**src/rtl/bcd_calendar_pkg.sv**
```systemverilog
package bcd_calendar_pkg;

    localparam int ADDR_W = 3;
    localparam int BYTE_W = 8;

    typedef enum logic [ADDR_W-1:0] {
        FLD_SEC   = 3'd0,
        FLD_MIN   = 3'd1,
        FLD_HOUR  = 3'd2,
        FLD_DOW   = 3'd3,
        FLD_DATE  = 3'd4,
        FLD_MONTH = 3'd5,
        FLD_YEAR  = 3'd6
    } field_e;

    // Increment a two-digit BCD byte by one (no upper wrap handling).
    function automatic logic [BYTE_W-1:0] bcd_inc(input logic [BYTE_W-1:0] v);
        logic [3:0] lo_d;
        logic [3:0] hi_d;
        lo_d = v[3:0];
        hi_d = v[7:4];
        if (lo_d == 4'd9) begin
            return {hi_d + 4'd1, 4'd0};
        end
        return {hi_d, lo_d + 4'd1};
    endfunction

    // Year (BCD) divisible by 4: 10*t + u = 2*t + u (mod 4).
    function automatic logic leap_year(input logic [BYTE_W-1:0] y);
        logic [4:0] s;
        s = {3'b000, y[4], 1'b0} + {1'b0, y[3:0]};
        return (s[1:0] == 2'b00);
    endfunction

    // Last day of month, BCD in and out.
    function automatic logic [BYTE_W-1:0] last_day(input logic [BYTE_W-1:0] m,
                                                   input logic [BYTE_W-1:0] y);
        case (m)
            8'h02:                      return leap_year(y) ? 8'h29 : 8'h28;
            8'h04, 8'h06, 8'h09, 8'h11: return 8'h30;
            default:                    return 8'h31;
        endcase
    endfunction

endpackage

```
**src/rtl/bcd_field.sv**
```systemverilog
module bcd_field #(
    parameter int          W       = 8,
    parameter logic [W-1:0] RST_VAL = '0
) (
    input  logic         clk,
    input  logic         rst,
    input  logic         inc,
    input  logic         ld,
    input  logic [W-1:0] ld_val,
    input  logic [W-1:0] lo,
    input  logic [W-1:0] hi,
    output logic [W-1:0] val,
    output logic         carry
);
    import bcd_calendar_pkg::*;

    assign carry = inc && (val == hi);

    always_ff @(posedge clk) begin
        if (rst) begin
            val <= RST_VAL;
        end else if (ld) begin
            val <= ld_val;
        end else if (inc) begin
            val <= (val == hi) ? lo : bcd_inc(val);
        end
    end

    a_r9_load_wins: assert property (@(posedge clk) disable iff (rst)
        ld |=> (val == $past(ld_val)));

    a_r8_hold: assert property (@(posedge clk) disable iff (rst)
        (!ld && !inc) |=> $stable(val));

    a_r2_wrap_to_low: assert property (@(posedge clk) disable iff (rst)
        (inc && !ld && (val == hi)) |=> (val == $past(lo)));

endmodule

```
**src/rtl/bcd_hour_unit.sv**
```systemverilog
module bcd_hour_unit (
    input  logic       clk,
    input  logic       rst,
    input  logic       inc,
    input  logic       ld,
    input  logic [6:0] ld_val,
    output logic [6:0] hour,
    output logic       day_carry
);
    import bcd_calendar_pkg::*;

    logic       mode12;
    logic       pm;
    logic [7:0] inc12;
    logic [7:0] inc24;
    logic [6:0] nxt;

    assign mode12 = hour[6];
    assign pm     = hour[5];
    assign inc12  = bcd_inc({3'b000, hour[4:0]});
    assign inc24  = bcd_inc({2'b00, hour[5:0]});

    always_comb begin
        if (mode12) begin
            if (hour[4:0] == 5'h12) begin
                nxt = {1'b1, pm, 5'h01};
            end else if (hour[4:0] == 5'h11) begin
                nxt = {1'b1, ~pm, 5'h12};
            end else begin
                nxt = {1'b1, pm, inc12[4:0]};
            end
        end else begin
            if (hour[5:0] == 6'h23) begin
                nxt = 7'h00;
            end else begin
                nxt = {1'b0, inc24[5:0]};
            end
        end
    end

    assign day_carry = inc && (mode12 ? (pm && hour[4:0] == 5'h11)
                                      : (hour[5:0] == 6'h23));

    always_ff @(posedge clk) begin
        if (rst) begin
            hour <= 7'h00;
        end else if (ld) begin
            hour <= ld_val;
        end else if (inc) begin
            hour <= nxt;
        end
    end

    a_r9_hour_load: assert property (@(posedge clk) disable iff (rst)
        ld |=> (hour == $past(ld_val)));

    a_r3_midnight_wrap: assert property (@(posedge clk) disable iff (rst)
        (inc && !ld && !hour[6] && hour[5:0] == 6'h23) |=> (hour == 7'h00));

    a_r4_pm_flip_at_eleven: assert property (@(posedge clk) disable iff (rst)
        (!$stable(hour[5]) && hour[6] && $past(hour[6]) && !$past(ld))
            |-> ($past(hour[4:0]) == 5'h11));

endmodule

```
**src/rtl/bcd_calendar.sv**
```systemverilog
module bcd_calendar
    import bcd_calendar_pkg::*;
#(
    parameter int AW = ADDR_W,
    parameter int DW = BYTE_W
) (
    input  logic          clk,
    input  logic          rst,
    input  logic          tick,
    input  logic          wr_en,
    input  logic [AW-1:0] wr_addr,
    input  logic [DW-1:0] wr_data,
    input  logic [AW-1:0] rd_addr,
    output logic [DW-1:0] rd_data
);
    localparam int N_SM = 2;   // seconds and minutes share one structure

    logic [DW-1:0] sm_val [N_SM];
    logic [N_SM:0] sm_carry;

    assign sm_carry[0] = tick;

    for (genvar g = 0; g < N_SM; g++) begin : g_sm
        localparam logic [AW-1:0] ADR = AW'(g);
        logic sel;
        assign sel = wr_en && (wr_addr == ADR);
        bcd_field #(.W(DW), .RST_VAL(8'h00)) u_fld (
            .clk    (clk),
            .rst    (rst),
            .inc    (sm_carry[g]),
            .ld     (sel),
            .ld_val ({1'b0, wr_data[6:0]}),
            .lo     (8'h00),
            .hi     (8'h59),
            .val    (sm_val[g]),
            .carry  (sm_carry[g+1])
        );
    end

    logic [6:0] hour_q;
    logic       day_inc;

    bcd_hour_unit u_hour (
        .clk       (clk),
        .rst       (rst),
        .inc       (sm_carry[N_SM]),
        .ld        (wr_en && wr_addr == FLD_HOUR),
        .ld_val    (wr_data[6:0]),
        .hour      (hour_q),
        .day_carry (day_inc)
    );

    logic [DW-1:0] dow_q, date_q, mon_q, year_q, date_hi;
    logic          dow_wrap, mon_inc, year_inc, year_wrap;
    logic          cent_q;
    logic          mon_ld;

    assign mon_ld = wr_en && (wr_addr == FLD_MONTH);

    bcd_field #(.W(DW), .RST_VAL(8'h01)) u_dow (
        .clk (clk), .rst (rst), .inc (day_inc),
        .ld (wr_en && wr_addr == FLD_DOW), .ld_val ({5'b0, wr_data[2:0]}),
        .lo (8'h01), .hi (8'h07), .val (dow_q), .carry (dow_wrap)
    );

    assign date_hi = last_day(mon_q, year_q);

    bcd_field #(.W(DW), .RST_VAL(8'h01)) u_date (
        .clk (clk), .rst (rst), .inc (day_inc),
        .ld (wr_en && wr_addr == FLD_DATE), .ld_val ({2'b0, wr_data[5:0]}),
        .lo (8'h01), .hi (date_hi), .val (date_q), .carry (mon_inc)
    );

    bcd_field #(.W(DW), .RST_VAL(8'h01)) u_month (
        .clk (clk), .rst (rst), .inc (mon_inc),
        .ld (mon_ld), .ld_val ({3'b0, wr_data[4:0]}),
        .lo (8'h01), .hi (8'h12), .val (mon_q), .carry (year_inc)
    );

    bcd_field #(.W(DW), .RST_VAL(8'h00)) u_year (
        .clk (clk), .rst (rst), .inc (year_inc),
        .ld (wr_en && wr_addr == FLD_YEAR), .ld_val (wr_data),
        .lo (8'h00), .hi (8'h99), .val (year_q), .carry (year_wrap)
    );

    always_ff @(posedge clk) begin
        if (rst) begin
            cent_q <= 1'b0;
        end else if (mon_ld) begin
            cent_q <= wr_data[7];
        end else if (year_wrap) begin
            cent_q <= ~cent_q;
        end
    end

    always_comb begin
        case (rd_addr)
            FLD_SEC:   rd_data = sm_val[0];
            FLD_MIN:   rd_data = sm_val[1];
            FLD_HOUR:  rd_data = {1'b0, hour_q};
            FLD_DOW:   rd_data = dow_q;
            FLD_DATE:  rd_data = date_q;
            FLD_MONTH: rd_data = {cent_q, 2'b00, mon_q[4:0]};
            FLD_YEAR:  rd_data = year_q;
            default:   rd_data = '0;
        endcase
    end

    a_r7_century_source: assert property (@(posedge clk) disable iff (rst)
        !$stable(cent_q) |-> ($past(year_wrap) || $past(mon_ld)));

    a_r5_dow_wrap_to_one: assert property (@(posedge clk) disable iff (rst)
        (dow_wrap && !(wr_en && wr_addr == FLD_DOW)) |=> (dow_q == 8'h01));

    a_r6_date_wrap_to_one: assert property (@(posedge clk) disable iff (rst)
        (mon_inc && !(wr_en && wr_addr == FLD_DATE)) |=> (date_q == 8'h01));

endmodule

```
**config.mk**
```make
export PLATFORM = sky130hd
export DESIGN_NAME = bcd_calendar
export DESIGN_NICKNAME = d
export VERILOG_FILES = /design/src/rtl/bcd_calendar_pkg.sv /design/src/rtl/bcd_field.sv /design/src/rtl/bcd_hour_unit.sv /design/src/rtl/bcd_calendar.sv
export SDC_FILE = /design/constraint.sdc
export NUM_CORES = 1
export LEC_CHECK = 0
export BUFFER_PORTS_ARGS = -buffer_cell sky130_fd_sc_hd__buf_4
export CORE_ASPECT_RATIO = 1.75
export CORE_MARGIN = 4
export CORE_UTILIZATION = 50
export CTS_BUF_LIST = sky130_fd_sc_hd__clkbuf_8
export DETAILED_ROUTE_END_ITERATION = 8
export PLACE_DENSITY = 0.68
export SLEW_MARGIN = 20
export SYNTH_ARGS = -nofsm -noshare
export SYNTH_HDL_FRONTEND = slang
export SYNTH_SLANG_ARGS = --single-unit
```
**constraint.sdc**
```tcl
create_clock -name clk -period 3.1 [get_ports clk]
set_input_delay 0.155 -clock clk [delete_from_list [all_inputs] [get_ports clk]]
set_output_delay 0.155 -clock clk [all_outputs]
set_load 0.01 [all_outputs]
```
After elaboration in Yosys (flattened, before gate mapping)
Cells that the tools add are included.
{"block": "totals", "ff_bits": 56, "output_inout_bits": 8, "elab_cells": 200}
{"block": "classes", "add_sub_neg": 16, "eq_ne": 36, "muxes": 71, "bitwise_logic": 2, "n_reduce_logical": 54}
{"op": "$mux W8", "n": 20}
{"op": "$mux W7", "n": 8}
{"op": "$pmux W8 S7", "n": 1}
{"op": "$add A4 B1 Y4 const B", "n": 13}
{"op": "$mux W6", "n": 6}
{"op": "$mux W1", "n": 29}
{"op": "$eq A4 B4 Y1 const B", "n": 7}
{"op": "$reduce_bool A2 Y1", "n": 13}
{"op": "$eq A8 B3 Y1 const B", "n": 3}
{"op": "$mux W5", "n": 4}
{"op": "$reduce_and A2 Y1", "n": 10}
{"op": "$eq A3 B3 Y1 const B", "n": 6}
{"op": "$eq A8 B5 Y1 const B", "n": 2}
{"op": "$eq A8 B7 Y1 const B", "n": 2}
{"op": "$reduce_bool A3 Y1", "n": 5}
{"op": "$logic_and A1 B1 Y1", "n": 14}
{"op": "$eq A3 B2 Y1 const B", "n": 4}
{"op": "$eq A5 B5 Y1 const B", "n": 2}
{"op": "$pmux W5 S2", "n": 1}
{"op": "$reduce_or A2 Y1", "n": 5}
{"op": "$eq A8 B2 Y1 const B", "n": 1}
{"op": "$eq A8 B4 Y1 const B", "n": 1}
{"op": "$eq A8 B6 Y1", "n": 1}
{"op": "$eq A8 B8 Y1 const B", "n": 1}
{"op": "other kinds (15)", "n": 20}

Logic depth before layout (Yosys ltp)
{"block": "depth", "word_depth": 14, "depth_mapped": 9}

Hierarchy
Synthesis repeated with hierarchy kept, for this count alone.
{"block": "hier_totals", "hier_cells": 701, "area_unflattened_um2": 5870.6}
{"mod": "bcd_field (u_date ...)", "n_inst": 3, "cells_per_inst": 91, "area_each_um2": 770.7}
{"mod": "bcd_field (g_sm[0].u_fld ...)", "n_inst": 3, "cells_per_inst": 86, "area_each_um2": 733.2}
{"mod": "bcd_calendar", "n_inst": 1, "cells_per_inst": 86, "area_each_um2": 705.7}
{"mod": "bcd_hour_unit", "n_inst": 1, "cells_per_inst": 84, "area_each_um2": 653.1}

Worst setup path after synthesis
OpenSTA, ideal clock, no wires.
{"block": "synth_timing", "kind": "register to register", "start": "register g_sm[0].u_fld.val[0]", "end": "register u_year.val[4]", "t_arrival_ns": 2.376, "path_slack_ns": 0.586, "stages_incl_launch_ff": 8, "path_buffers": 0, "path_cell_list": "dfxtp_1 -> ha_1 -> nand4b_4 -> or4_4 -> or4b_4 -> nor4_4 -> mux2i_1 -> a211oi_1"}
{"block": "synth_between", "elab_chain_cells": 8}
{"item": "from (decl)", "line": "bcd_field.sv:12", "source": "output logic [W-1:0] val,"}
{"item": "from (signal assigned)", "line": "bcd_field.sv:23", "source": "val <= ld_val;"}
{"item": "from (signal assigned)", "line": "bcd_field.sv:25", "source": "val <= (val == hi) ? lo : bcd_inc(val);"}
{"item": "$eq A8 B7 Y1", "line": "bcd_field.sv:17", "source": "assign carry = inc && (val == hi);"}
{"item": "$logic_and A1 B1 Y1 (2 in a row)", "line": "bcd_field.sv:17"}
{"item": "$logic_and A1 B1 Y1", "line": "bcd_hour_unit.sv:41", "source": "assign day_carry = inc && (mode12 ? (pm && hour[4:0] == 5'h11)"}
{"item": "$logic_and A1 B1 Y1 (2 in a row)", "line": "bcd_field.sv:17"}
{"item": "$reduce_bool A2 Y1 (no source line)"}
{"item": "$reduce_and A2 Y1 (no source line)"}
{"item": "to (signal assigned)", "line": "bcd_field.sv:23"}
{"item": "to (signal assigned)", "line": "bcd_field.sv:25"}
{"item": "to (decl)", "line": "bcd_field.sv:12"}
Every way passes these cells.
A chain may end at the register's enable or synchronous reset.

Final worst setup path
{"block": "layout_timing", "start": "register g_sm[0].u_fld.val[0]", "end": "register u_month.val[0]"}
{"block": "layout_between", "elab_chain_cells": 6}
{"item": "$eq A8 B7 Y1", "line": "bcd_field.sv:17"}
{"item": "$logic_and A1 B1 Y1 (2 in a row)", "line": "bcd_field.sv:17"}
{"item": "$logic_and A1 B1 Y1", "line": "bcd_hour_unit.sv:41"}
{"item": "$logic_and A1 B1 Y1", "line": "bcd_field.sv:17"}
{"item": "$reduce_bool A2 Y1 (no source line)"}
{"item": "to (signal assigned)", "line": "bcd_field.sv:23"}
{"item": "to (signal assigned)", "line": "bcd_field.sv:25"}
{"item": "to (decl)", "line": "bcd_field.sv:12"}
Every way passes these cells.

==> results.md <==
* Outcome: complete, no violations
* Post-synthesis cell type count at 68
* Core Util, Final at between 50 and 60%
* Met3 usage at 4.12%
* Clk Latency, worst-skew pair at 0.33 ns
* FP Rows at 44
* Die width at 78.2 um
* RSZ-0062 raised after global routing: false
* Clock Skew at 0.0128 ns
* Via count at around 4,300
* Commonest non-fill, non-tap cell in the layout: nor2_1
* Die Y at 131 um
* # nets final at 606
* Worst-path maximum fanout at 14
* Vias in the first global route at between 4,000 and 5,000
* Leading area contributor after synthesis: dfxtp_1
* Share of cells above drive strength 1 at 11.1%
* Final cell count without fillers at between 600 and 700
* Clk sinks at 56
* RD Place Congestion at around 1
* Multi-input combinational cell area at 2990 sq um
* Post-Place Cells at 675
* Initial DRC count at 403
* Synth top area share at 26.0%
* Port buffer count at 25
* Net Count, Synth at 594
* Setup Viol. Count Final at 0
* Worst slew pin tran at 0.782 ns
* Power Density at 330 nW/um^2
* Root Buffer: clkbuf_8
* Endpoints failing hold at 0
* DRT Wirelength at between 10 and 15 mm
* Worst vdd rail ir drop at roughly 0.23 mV
* First-pass GRT wire length at 21.7 mm
* Fin crit share at 90.1%
* Crit path launch: g_sm[0].u_fld.val[0]$_SDFFE_PP0P_
* CTS Buf Count at 5
* Vias per std cell at 6.36
* CTS-repair resized insts at 0
* Gr ovfl total at 0
* Syn avg cell area at 7.76 sq um
* Post-DRT Antenna Nets at 0
* CP required at 3.31 ns
* CP Class: register to register
* TritonCTS clock tree: done
* Die Area at 10,200 sq um
* Fmax at between 0.3 and 0.4 GHz
* Cells after Synth at around 560
* Synthesis Warnings at 0
* Most Used Layer, Global Route: met2
* TNS Setup at 0 ns
* Register area at 1120 sq um
* Area of the core at 8370 sq um
* Synth Register Bits at 56
* Crit path time final at 2.79 ns
* Area delta synth->final at 9.21%
* Number of synthesized flops with an enable pin at 0
* Pre-CTS setup slack at 0.337 ns
* # DRC at 0
* Worst flop-to-flop path startpoint: g_sm[0].u_fld.val[0]$_SDFFE_PP0P_
* GRT Total Usage at between 20% and 30%
* Hold buffer count at CTS at 0
* Post-DP HPWL at 9.96 mm
* Ys async rst share at 0%
* Worst min-delay path category: input pin to register
* Antenna Cells at 0
* Worst hold start: wr_data[6]
* Max-slew violation count at 0
* Element type at the critical path end: register
* Main flop type after synthesis: dfxtp_1
* Most frequent cells in the layout: nor2_1, dfxtp_1, nand2_1
* Final WS setup at 0.307 ns
* Relative slew slack at 47.4%
* Ports at 26
* TritonRoute pass-1 iters at 5
* Post-synthesis cell area at 4310 sq um
* Initial antenna violation count at 0
* CP Data Arrival Time at roughly 3.0 ns
* Met2 Use GR at just under 50%
* Starting Density at between 50 and 60%
* CTS H-tree lvls at 2
* Bufs on Longest Clock Path at 2
* Clock transition at path regs at 0.11 ns
* Sequential share of the synthesized area at 26.0%
* Static leakage at 1.66 nW
* M1 GR Usage at between 20% and 30%
* Total of max-cap violations at 0
* Ranking of synthesized cells by area: dfxtp_1, ha_1, nor2_1
* Setup Buffers After CTS at 0
* WL/cell at 19.2 um
* Startpoint types: register
* Fillers at 831
* Largest net degree at the start of global routing at 60
stage by stage:
step / hold WS [ns] / total power, W / area [sq um]
after CTS: 0.101 / 0.00157 / 4700
after floorplan: 0.277 / 0.000933 / 4310
after global placement: 0.459 / 0.00102 / 4580
after global routing: 0.115 / 0.00162 / 4700
final: 0.116 / 0.00155 / 4700
after detailed placement: 0.458 / 0.00102 / 4580
cells by family after synthesis:
family / count (synthesis) / synth area share [%]
fa+ha+maj: 21 / 6.10
flops: 56 / 26.0
xor+xnor: 7 / 1.42
buf+inv: 46 / 4.47
compound gates: 140 / 21.3
simple gates: 262 / 33.7
mux: 23 / 6.94
final timing paths:
path / endpoint / slack (ns) / depth (start not counted)
max reg2reg: u_month.val[0]$_SDFFE_PP1P_ / 0.31 / 8
max: u_month.val[0]$_SDFFE_PP1P_ / 0.31 / 8
min: u_hour.hour[6]$_SDFFE_PP0P_ / 0.12 / 3
min reg2reg: u_dow.val[7]$_SDFFE_PP0P_ / 0.52 / 2
cell type report:
cell class	count	share of cell area [%]
clock buffer	7	2.05
clock inverter	1	0.638
inverter	17	1.36
multi-input combinational	453	63.6
sequential	56	23.8
tap	115	3.06
timing repair buffer	34	5.43
sequential cells by signal, summed over array words and instances, names as in the netlist:
register and cells:
u_hour.hour 7, g_sm.u_fld.val 16, u_date.val 8, u_month.val 8, cent_q 1, u_year.val 8
u_dow.val 8
Yosys cell counts (5+ instances only):
cell type	instances
a31oi_1	9
clkbuf_1	19
nand3b_1	8
a21oi_1	33
mux2i_1	16
nor3b_1	11
nor3_1	23
inv_1	17
a211oi_1	22
nor2_1	65
ha_1	21
or3_1	8
nand3_1	27
nand4_1	7
a221oi_1	5
a311oi_1	9
nor4_1	10
o21ai_0	27
dfxtp_1	56
nand2b_1	10
nand2_1	47
nor2b_1	13
routing by layer:
layer / vias to the layer above / wire (um)
met5: - / 0
met4: 0 / 805
met3: 51 / 588
met2: 131 / 6770
met1: 2065 / 4970
li1: 2098 / -
power by group:
part           total (W)  internal (W)  switching [W]  leakage (nW)
combinational   0.000223     0.0000937       0.000129          1.14
sequential      0.000787      0.000743      0.0000440         0.454
clock           0.000541      0.000286       0.000256        0.0645
worst max-delay path: stages (launching register included):
cell      delay, ns
dfxtp_1        0.45
ha_1           0.26
nand4b_4       0.13
or4_4          0.56
nor2_1         0.19
buf_4          0.23
nand4_1        0.34
nor4b_1        0.40
a211oi_1       0.09
No activity file was read; power rests on OpenSTA's default activity.
